### config.mk
export PLATFORM = sky130hd
export DESIGN_NAME = ubus_core
export DESIGN_NICKNAME = d
export VERILOG_FILES = /design/src/rtl/ubus_pkg.sv /design/src/rtl/ubus_urom.sv /design/src/rtl/ubus_useq.sv /design/src/rtl/ubus_datapath.sv /design/src/rtl/ubus_core.sv
export SDC_FILE = /design/constraint.sdc
export NUM_CORES = 2
export LEC_CHECK = 0
export BUFFER_PORTS_ARGS = -buffer_cell sky130_fd_sc_hd__buf_2
export CORE_MARGIN = 2
export CORE_UTILIZATION = 57
export DETAILED_ROUTE_END_ITERATION = 6
export HOLD_SLACK_MARGIN = 0.1
export MAX_ROUTING_LAYER = met4
export PLACE_DENSITY = 0.77
export SLEW_MARGIN = 20
export SYNTH_ARGS = -nofsm -noshare
export SYNTH_HDL_FRONTEND = slang
export SYNTH_HIERARCHICAL = 1
export SYNTH_SLANG_ARGS = --single-unit
export TNS_END_PERCENT = 20
### constraint.sdc
create_clock -name clk -period 4.9 [get_ports clk]
set_clock_uncertainty 0.2 [all_clocks]
set_input_delay 0.735 -clock clk [delete_from_list [all_inputs] [get_ports clk]]
set_output_delay 0.735 -clock clk [all_outputs]
set_load 0.03 [all_outputs]
### src/rtl/ubus_pkg.sv
package ubus_pkg;
  localparam int XLEN   = 32;
  localparam int NREG   = 32;
  localparam int RIDX_W = $clog2(NREG);
  localparam int UA_W   = 3;
  localparam int OP_W   = 6;
  localparam int IMM_W  = 16;

  localparam logic [RIDX_W-1:0] PC_IDX = RIDX_W'(NREG - 1);

  localparam logic [OP_W-1:0] OP_NOP  = 6'h00;
  localparam logic [OP_W-1:0] OP_LWII = 6'h3D;

  localparam logic [UA_W-1:0] UA_FETCH0 = 3'd0;
  localparam logic [UA_W-1:0] UA_FETCH1 = 3'd1;
  localparam logic [UA_W-1:0] UA_FETCH2 = 3'd2;
  localparam logic [UA_W-1:0] UA_NOP0   = 3'd3;
  localparam logic [UA_W-1:0] UA_LWII0  = 3'd4;
  localparam logic [UA_W-1:0] UA_LWII1  = 3'd5;
  localparam logic [UA_W-1:0] UA_LWII2  = 3'd6;

  typedef enum logic [1:0] {RS_PC = 2'd0, RS_SRC = 2'd1, RS_DST = 2'd2} rsel_e;
  typedef enum logic [1:0] {ALU_PASS_A = 2'd0, ALU_PASS_B = 2'd1,
                            ALU_INC4 = 2'd2, ALU_ADD = 2'd3} aluop_e;
  typedef enum logic [1:0] {BR_NEXT = 2'd0, BR_JUMP = 2'd1, BR_DISP = 2'd2} ubr_e;

  typedef struct packed {
    logic            ld_ir;
    rsel_e           reg_sel;
    logic            reg_wen;
    logic            en_reg;
    logic            ld_a;
    logic            ld_b;
    aluop_e          alu_op;
    logic            en_alu;
    logic            ld_ma;
    logic            mem_wen;
    logic            en_mem;
    logic            ext_sign;
    logic            en_imm;
    ubr_e            br;
    logic [UA_W-1:0] target;
  } uword_t;
endpackage

### src/rtl/ubus_urom.sv
module ubus_urom
  import ubus_pkg::*;
(
  input  logic [UA_W-1:0] upc,
  output uword_t          cw
);
  function automatic uword_t blank();
    uword_t w;
    w          = '0;
    w.reg_sel  = RS_PC;
    w.alu_op   = ALU_PASS_A;
    w.br       = BR_NEXT;
    w.target   = UA_FETCH0;
    return w;
  endfunction

  always_comb begin
    cw = blank();
    case (upc)
      UA_FETCH0: begin
        cw.reg_sel = RS_PC;
        cw.en_reg  = 1'b1;
        cw.ld_ma   = 1'b1;
        cw.ld_a    = 1'b1;
      end
      UA_FETCH1: begin
        cw.en_mem  = 1'b1;
        cw.ld_ir   = 1'b1;
      end
      UA_FETCH2: begin
        cw.alu_op  = ALU_INC4;
        cw.en_alu  = 1'b1;
        cw.reg_sel = RS_PC;
        cw.reg_wen = 1'b1;
        cw.br      = BR_DISP;
      end
      UA_NOP0: begin
        cw.br      = BR_JUMP;
        cw.target  = UA_FETCH0;
      end
      UA_LWII0: begin
        cw.reg_sel = RS_SRC;
        cw.en_reg  = 1'b1;
        cw.ld_ma   = 1'b1;
      end
      UA_LWII1: begin
        cw.en_mem  = 1'b1;
        cw.ld_ma   = 1'b1;
      end
      UA_LWII2: begin
        cw.en_mem  = 1'b1;
        cw.reg_sel = RS_DST;
        cw.reg_wen = 1'b1;
        cw.br      = BR_JUMP;
        cw.target  = UA_FETCH0;
      end
      default: begin
        cw.br      = BR_JUMP;
        cw.target  = UA_FETCH0;
      end
    endcase
  end
endmodule

### src/rtl/ubus_useq.sv
module ubus_useq
  import ubus_pkg::*;
#(
  parameter logic [OP_W-1:0] LOAD_OP = OP_LWII
)(
  input  logic            clk,
  input  logic            rst,
  input  ubr_e            br,
  input  logic [UA_W-1:0] target,
  input  logic [OP_W-1:0] opcode,
  output logic [UA_W-1:0] upc
);
  logic [UA_W-1:0] disp_ua;
  logic [UA_W-1:0] upc_nx;

  always_comb begin
    case (opcode)
      LOAD_OP: disp_ua = UA_LWII0;
      OP_NOP:  disp_ua = UA_NOP0;
      default: disp_ua = UA_NOP0;
    endcase
  end

  always_comb begin
    case (br)
      BR_JUMP: upc_nx = target;
      BR_DISP: upc_nx = disp_ua;
      default: upc_nx = upc + 1'b1;
    endcase
  end

  always_ff @(posedge clk) begin
    if (rst) upc <= UA_FETCH0;
    else     upc <= upc_nx;
  end

  p_reset_fetch_r1: assert property (@(posedge clk) disable iff (rst)
    $past(rst) |-> (upc == UA_FETCH0));

  p_dispatch_target_r3: assert property (@(posedge clk) disable iff (rst)
    (br == BR_DISP) |=> (upc == UA_NOP0 || upc == UA_LWII0));

  p_jump_return_r4: assert property (@(posedge clk) disable iff (rst)
    (br == BR_JUMP) |=> (upc == $past(target)));
endmodule

### src/rtl/ubus_datapath.sv
module ubus_datapath
  import ubus_pkg::*;
(
  input  logic              clk,
  input  logic              rst,
  input  uword_t            cw,
  input  logic [XLEN-1:0]   mem_rdata,
  output logic [XLEN-1:0]   mem_addr,
  output logic [XLEN-1:0]   mem_wdata,
  output logic              mem_we,
  output logic [OP_W-1:0]   opcode,
  output logic              wb_valid,
  output logic [RIDX_W-1:0] wb_idx,
  output logic [XLEN-1:0]   wb_data
);
  localparam int OP_LSB  = XLEN - OP_W;
  localparam int RS_LSB  = OP_LSB - RIDX_W;
  localparam int RD_LSB  = RS_LSB - RIDX_W;

  logic [XLEN-1:0]   rf [NREG];
  logic [XLEN-1:0]   ir, opa, opb, ma;
  logic [RIDX_W-1:0] ridx;
  logic [XLEN-1:0]   rval, aluv, immv, bus;
  logic              rf_write;

  always_comb begin
    case (cw.reg_sel)
      RS_SRC:  ridx = ir[RS_LSB +: RIDX_W];
      RS_DST:  ridx = ir[RD_LSB +: RIDX_W];
      default: ridx = PC_IDX;
    endcase
  end

  assign rval = (ridx == '0) ? '0 : rf[ridx];

  always_comb begin
    case (cw.alu_op)
      ALU_PASS_B: aluv = opb;
      ALU_INC4:   aluv = opa + XLEN'(4);
      ALU_ADD:    aluv = opa + opb;
      default:    aluv = opa;
    endcase
  end

  assign immv = cw.ext_sign ? {{(XLEN-IMM_W){ir[IMM_W-1]}}, ir[IMM_W-1:0]}
                            : {{(XLEN-IMM_W){1'b0}}, ir[IMM_W-1:0]};

  assign bus = ({XLEN{cw.en_reg}} & rval)
             | ({XLEN{cw.en_alu}} & aluv)
             | ({XLEN{cw.en_mem}} & mem_rdata)
             | ({XLEN{cw.en_imm}} & immv);

  assign rf_write = cw.reg_wen && (ridx != '0);

  always_ff @(posedge clk) begin
    if (rst) begin
      ir  <= '0;
      opa <= '0;
      opb <= '0;
      ma  <= '0;
    end else begin
      if (cw.ld_ir) ir  <= bus;
      if (cw.ld_a)  opa <= bus;
      if (cw.ld_b)  opb <= bus;
      if (cw.ld_ma) ma  <= bus;
    end
  end

  for (genvar g = 0; g < NREG; g++) begin : g_rf
    always_ff @(posedge clk) begin
      if (rst)                                    rf[g] <= '0;
      else if (rf_write && ridx == RIDX_W'(g))    rf[g] <= bus;
    end
  end

  always_ff @(posedge clk) begin
    if (rst) begin
      wb_valid <= 1'b0;
      wb_idx   <= '0;
      wb_data  <= '0;
    end else begin
      wb_valid <= rf_write;
      wb_idx   <= ridx;
      wb_data  <= bus;
    end
  end

  assign mem_addr  = ma;
  assign mem_wdata = bus;
  assign mem_we    = cw.mem_wen;
  assign opcode    = ir[OP_LSB +: OP_W];

  p_one_driver_r7: assert property (@(posedge clk) disable iff (rst)
    $countones({cw.en_reg, cw.en_alu, cw.en_mem, cw.en_imm}) <= 1);

  p_ir_from_mem_r2: assert property (@(posedge clk) disable iff (rst)
    cw.ld_ir |-> cw.en_mem);

  p_wb_follows_r9: assert property (@(posedge clk) disable iff (rst)
    (cw.reg_wen && ridx != '0) |=> (wb_valid && wb_data == $past(bus)
                                    && wb_idx == $past(ridx)));

  p_no_mem_write_r6: assert property (@(posedge clk) disable iff (rst)
    !mem_we);
endmodule

### src/rtl/ubus_core.sv
module ubus_core
  import ubus_pkg::*;
(
  input  logic              clk,
  input  logic              rst,
  output logic [XLEN-1:0]   mem_addr,
  input  logic [XLEN-1:0]   mem_rdata,
  output logic [XLEN-1:0]   mem_wdata,
  output logic              mem_we,
  output logic              wb_valid,
  output logic [RIDX_W-1:0] wb_idx,
  output logic [XLEN-1:0]   wb_data
);
  logic [UA_W-1:0] upc;
  uword_t          cw;
  logic [OP_W-1:0] opcode;

  ubus_urom u_rom (
    .upc (upc),
    .cw  (cw)
  );

  ubus_useq #(.LOAD_OP(OP_LWII)) u_seq (
    .clk    (clk),
    .rst    (rst),
    .br     (cw.br),
    .target (cw.target),
    .opcode (opcode),
    .upc    (upc)
  );

  ubus_datapath u_dp (
    .clk       (clk),
    .rst       (rst),
    .cw        (cw),
    .mem_rdata (mem_rdata),
    .mem_addr  (mem_addr),
    .mem_wdata (mem_wdata),
    .mem_we    (mem_we),
    .opcode    (opcode),
    .wb_valid  (wb_valid),
    .wb_idx    (wb_idx),
    .wb_data   (wb_data)
  );

  p_r0_unreported_r8: assert property (@(posedge clk) disable iff (rst)
    wb_valid |-> (wb_idx != '0));
endmodule

After elaboration in Yosys (flattened, before gate mapping)
Memory sizes are Yosys's and may differ from the RTL's.
Cells that the tools add are included.
{"block": "totals", "register_bits": 137, "ram_bits": 1024, "inputBits": 34, "output_inout_bits": 103, "wordCells": 275, "mem_count": 1}
{"memory": "u_dp.rf", "words": 32, "word_bits": 32, "rd": 1, "rd_clocked_by_memory_dff": 0, "write_ports": 32, "line": "ubus_datapath.sv:20", "rtl": "logic [XLEN-1:0] rf [NREG];"}
{"block": "op_classes", "add_sub_neg": 2, "eq_ne": 43, "mux": 144, "n_bitwise": 37, "reduce_logical": 41}
{"op": "$mux 32", "count": 33}
{"op": "$mux 1", "count": 104}
{"op": "$and 32x32->32", "count": 3}
{"op": "$eq 5x5->1 const B", "count": 16}
{"op": "$or 32x32->32", "count": 2}
{"op": "$pmux 32 s2", "count": 1}
{"op": "$eq 5x4->1 const B", "count": 8}
{"op": "$logic_and 1x1->1", "count": 33}
{"op": "$add 32x3->32 const B", "count": 1}
{"op": "$or 1x1->1", "count": 32}
{"op": "$eq 5x3->1 const B", "count": 4}
{"op": "$eq 5x2->1 const B", "count": 2}
{"op": "$pmux 5 s2", "count": 1}
{"op": "$eq 3x3->1 const B", "count": 3}
{"op": "$pmux 2 s2", "count": 2}
{"op": "$eq 2x1->1 const B", "count": 3}
{"op": "$eq 2x2->1 const B", "count": 3}
{"op": "$eq 6x6->1 const B", "count": 1}
{"op": "$mux 3", "count": 2}
{"op": "$pmux 3 s2", "count": 1}
{"op": "$reduce_or 3->1", "count": 2}
{"op": "$eq 5x1->1 const B", "count": 1}
{"op": "$logic_not 5->1", "count": 1}
{"op": "$reduce_bool 5->1", "count": 1}
{"op": "6 further kinds", "count": 7}

Logic depth before layout (Yosys ltp)
{"block": "logic_depth", "depth_word": 11, "ltp_mapped": 20, "ltp_nobuf": 13}

Cells and area by module
The synthesis kept the hierarchy.
{"module": "ubus_datapath", "n_inst": 1, "cells_per_inst": 5346, "area_per_inst_um2": 54138.2, "seq_area_each_um2": 34072.7}
{"module": "ubus_useq", "n_inst": 1, "cells_per_inst": 22, "area_per_inst_um2": 229.0, "seq_area_each_um2": 60.1}
{"module": "ubus_urom", "n_inst": 1, "cells_per_inst": 23, "area_per_inst_um2": 155.1, "seq_area_each_um2": 0.0}

Least setup slack after synthesis
No wires, ideal clock.
{"block": "synth_timing", "kind": "register to register", "startpoint": "reg u_seq.upc[2]", "endpoint": "mem u_dp.rf[10][0], enable pin", "setup_ps": 428, "arrival_ps": 4382, "t_required_ps": 4272, "slack_ps": -110, "path_stages_with_launch": 14, "path_buffers": 6, "period_less_slack_ps": 5010, "path_cell_list": "dfxtp_1 > inv_1 > nor3_1 > inv_1 > ha_1 > buf_2 > a221oi_1 > clkbuf_1 > clkbuf_1 > buf_2 > buf_2 > buf_2 > nand4_1 > o21bai_1"}
{"element": "start, declared", "line": "ubus_useq.sv:11", "rtl": "output logic [UA_W-1:0] upc"}
{"element": "start signal, assigned", "line": "ubus_useq.sv:34", "rtl": "else upc <= upc_nx;"}
{"element": "end, declared", "line": "ubus_datapath.sv:20"}

==> results.cfg <==
[cells_and_area]
area_delta_synth_final_pct = 23.0
fill_cells = 6232
finalNonFillerCells = 7097
final_util = 0.707
fin_nets = 5801
drive_above_1_share = 0.206

[die]
io_pins = 137
die_area_um2 = 98100
die_w_um = 313
dieHeight_um = 313
coreArea_um2 = 94900
num_rows = 113
start_util = 0.575

[synth]
synthArstFlopShare = 0
yosysSeqAreaShare = 0.626
synth-edff-count = 1024
syn-mean-instance-area_um2 = 10.1
synth.distinct_cells = 80
ys_ff_latch = 1193
synth_ff_type = edfxtp_1
synth_area_um2 = 54500
synthCells = 5391
yosysWarnings = 6

[detailed_routing]
met2_length_um = 87500
wl_met3_um = 36100
wl_um = 210000
drc = 3
drt-met1-wl_um = 70200
highest_layer = met4
drt-pass1-iter-count = 7
drt-vias-per-instance = 6.69
ant_nets = 0
wire_per_inst_um = 29.6
drt-initial-drc-count = 9638
num_vias = 47485

[setup_path]
cp_top_family = compound AO/OA/AOI/OAI gates
cp_slowest_cell = a2111oi_4
crit_chain = nor2b_4 > and2_4 > inv_4 > ha_4 > buf_8 > a221oi_4 > buf_4 > buf_12 > buf_4 > buf_4 > and3_1 > a311oi_1 > a31oi_1 > o21ai_0 > a2111oi_4 > inv_1 > buf_6
path_buf_inv = 8
crit_type = reg -> out
cp.required_ns = 3.96
arrival_ns = 4.43
cp_max_fo = 15
r2r_slack_ns = 0.17
endpoint_kind = output port
cpMostUsedCell = buf_4
start_kind = flop
max_stage_delay_ns = 0.58

[power]
power_frac_seq = 0.281
p_clk_frac = 0.207
internal_power_mw = 24.1
p_sw_frac = 0.461
power_frac_comb = 0.512
vdd_drop_max_mv = 1.02
p_leak_nw = 25.8
p_sw_mw = 20.7
power.density_nw_per_um2 = 668

[clock_network]
clkTransAtPathRegs_ns = 0.06
clock_latency_ns = 0.75
hold_buffers = 0
cts_root_buf = clkbuf_16
cts_tree = built
clockBufferDepth = 3
cts_sinks = 1193
cts_made_buffers = 119
cts_max_level = 3

[worst_hold_path]
hold_path.class = in -> reg

[timing]
fin_hold_ws_ns = 0.277
setup_viol = 32
fmax_ghz = 0.186
worst_slew_pin_slew_ns = 4.67
relSlewSlack = -2.14
fin_crit_ns = 5.36
layout_setup_ws_ns = -0.462
period_share = 1.09
hold_violations = 0
rsz0062_at_grt = yes
final_max_slew_viol_count = 30

[global_route]
grt_pass1_vias = 44232
grt.overflow.total = 0
grt_use_total = 0.427
grt_max_degree = 170
grt_pass1_wl_um = 297000
antenna_found_initial = 10

[placed_design]
gp_congestion = 1.06
pre_cts_ws_ns = -0.216
place_hpwl_um = 126000
port_buffers = 135
place_inst = 6756

[run_status]
status = complete, but fails checks
violations = DRC, slew limit, setup timing

[job]
drv_cap = 0
==> cell usage in the layout, fill, tap and decap left out, drive strengths merged, types with 39 or more instances in the layout <==
master	n
clkbuf	165
inv	62
and3	126
a31oi	58
buf	674
nand2	1055
o21ai	65
dfxtp	169
conb	40
a211oi	154
a311oi	104
nand3	383
nor2	1205
nor3	39
a21oi	90
edfxtp	1024
==> path summary, 6_finish.rpt <==
check,to,from,cells after the start
min,u_dp/rf[0][17],rst,1
max reg2reg,u_dp/rf[27][10],u_seq/upc[1],19
max,mem_wdata[20],u_seq/upc[1],17
min reg2reg,u_dp/mem_addr[24],u_dp/mem_addr[24],2
==> synth_stat cells (all sizes together), types with 4 or more instances <==
cell type  count  area share
a2111oi        4     0.00076
a211oi       154       0.022
a21boi         4     0.00062
a21o          12      0.0017
a21oi         90      0.0084
a221o          6      0.0011
a221oi        20      0.0041
a222oi         8      0.0015
a22oi         14      0.0019
a311oi       104       0.017
a31oi         58      0.0068
and2           7     0.00085
and3         126       0.014
and4           8      0.0013
buf          210       0.019
clkbuf       299       0.021
dfxtp        169       0.062
edfxtp      1024        0.56
ha            37      0.0085
inv           55      0.0038
mux2i          8      0.0015
mux4          17      0.0070
nand2       1055       0.073
nand2b         5     0.00057
nand3        383       0.035
nand4         27      0.0031
nor2        1205       0.083
nor2b          5     0.00071
nor3          39      0.0037
nor4           7      0.0013
o211ai         8      0.0011
o21a           5     0.00069
o21ai         65      0.0060
o21bai        35      0.0048
o221ai         5     0.00080
o22ai         11      0.0013
o31a           4     0.00064
o31ai          4     0.00055
or3            5     0.00057
or4            4     0.00055
xnor2         32      0.0051
xor2          18      0.0029
==> routing by layer <==
metal / up-vias / track usage
li1: 19509 / -
met1: 22454 / 0.548
met2: 4684 / 0.583
met3: 838 / 0.141
met4: 0 / 0.273
met5: - / -
==> power by group through the flow <==
| stage | Clock [mW] | Sequential (mW) | Combinational (mW) |
|---|---|---|---|
| 2_1_floorplan | 0 | 13.0 | 8.84 |
| 3_5_place_dp | 0 | 12.7 | 19.0 |
| 6_report | 9.26 | 12.6 | 22.9 |
| 5_1_grt | 9.62 | 12.7 | 23.0 |
| 3_3_place_gp | 0 | 12.7 | 18.8 |
| 4_1_cts | 9.21 | 12.5 | 21.0 |
==> cell families (layout without fill, tap and decap cells) <==
| group | after synthesis | in the layout | synth area share |
|---|---|---|---|
| and+or+nand+nor | 2887 | 2887 | 0.220 |
| DFF | 1193 | 1193 | 0.626 |
| AOI/OAI and AO/OA | 632 | 633 | 0.0848 |
| buffers and inverters | 564 | 957 | 0.0437 |
| xor gates and xnor gates | 50 | 50 | 0.00803 |
| adders and majority gates | 38 | 38 | 0.00886 |
| muxes | 25 | 25 | 0.00849 |
| other | 2 | 49 | 0.000138 |
==> through the flow <==
| step | total power [mW] | cell area (um^2) | setup TNS (ns) |
|---|---|---|---|
| global route | 45.3 | 67100 | -9.93 |
| finish | 44.8 | 67100 | -8.06 |
| global placement | 31.5 | 59700 | -3.35 |
| floorplan | 21.8 | 54700 | -69.36 |
| detailed placement | 31.7 | 59700 | -2.75 |
| CTS | 42.8 | 66200 | -4.82 |
==> what timing repair did <==
item | 4_1_cts | 5_1_grt
pin swaps | 101 | 56
resized for setup | 361 | 132
setup endpoints to repair | 74 | 32
setup buffers | 87 | 20
gates cloned | 16 | 4
==> area by class of cell <==
cell class,instances,area (um^2),share of cell area
Antenna cell,9,22.5,0.000336
Clock inverter,56,601,0.00895
Clock buffer,159,3280,0.0490
Timing Repair Buffer,687,6880,0.103
Tap cell,1265,1580,0.0236
Sequential cell,1193,34100,0.509
Multi-Input combinational cell,3673,20300,0.303
Inverter,55,219,0.00326
==> registers in the layout, indices dropped and copies added, names as in the netlist <==
register / cells
u_dp/wb_idx: 5
u_dp/ir: 32
u_dp/wb_data: 32
u_seq/upc: 3
u_dp/mem_addr: 32
u_dp/wb_valid: 1
u_dp/opa: 32
u_dp/opb: 32
u_dp/rf: 1024
==> worst reg2reg max path: stages (launching register included) <==
cell and delay (ns):
dfxtp_4 0.37, nor2b_4 0.15, and2_4 0.18, inv_4 0.04, ha_4 0.18, buf_4 0.14, a221o_4 0.45, buf_8 0.17
buf_16 0.15, nand2_2 0.06, and3_4 0.17, a311oi_2 0.04, buf_4 0.18, o21ai_4 0.21, o211ai_1 0.24, a31oi_4 0.38
o21a_2 0.23, buf_4 0.11, buf_4 0.61, nor2_1 0.17
Note: power is estimated with default switching activity, not from simulation.
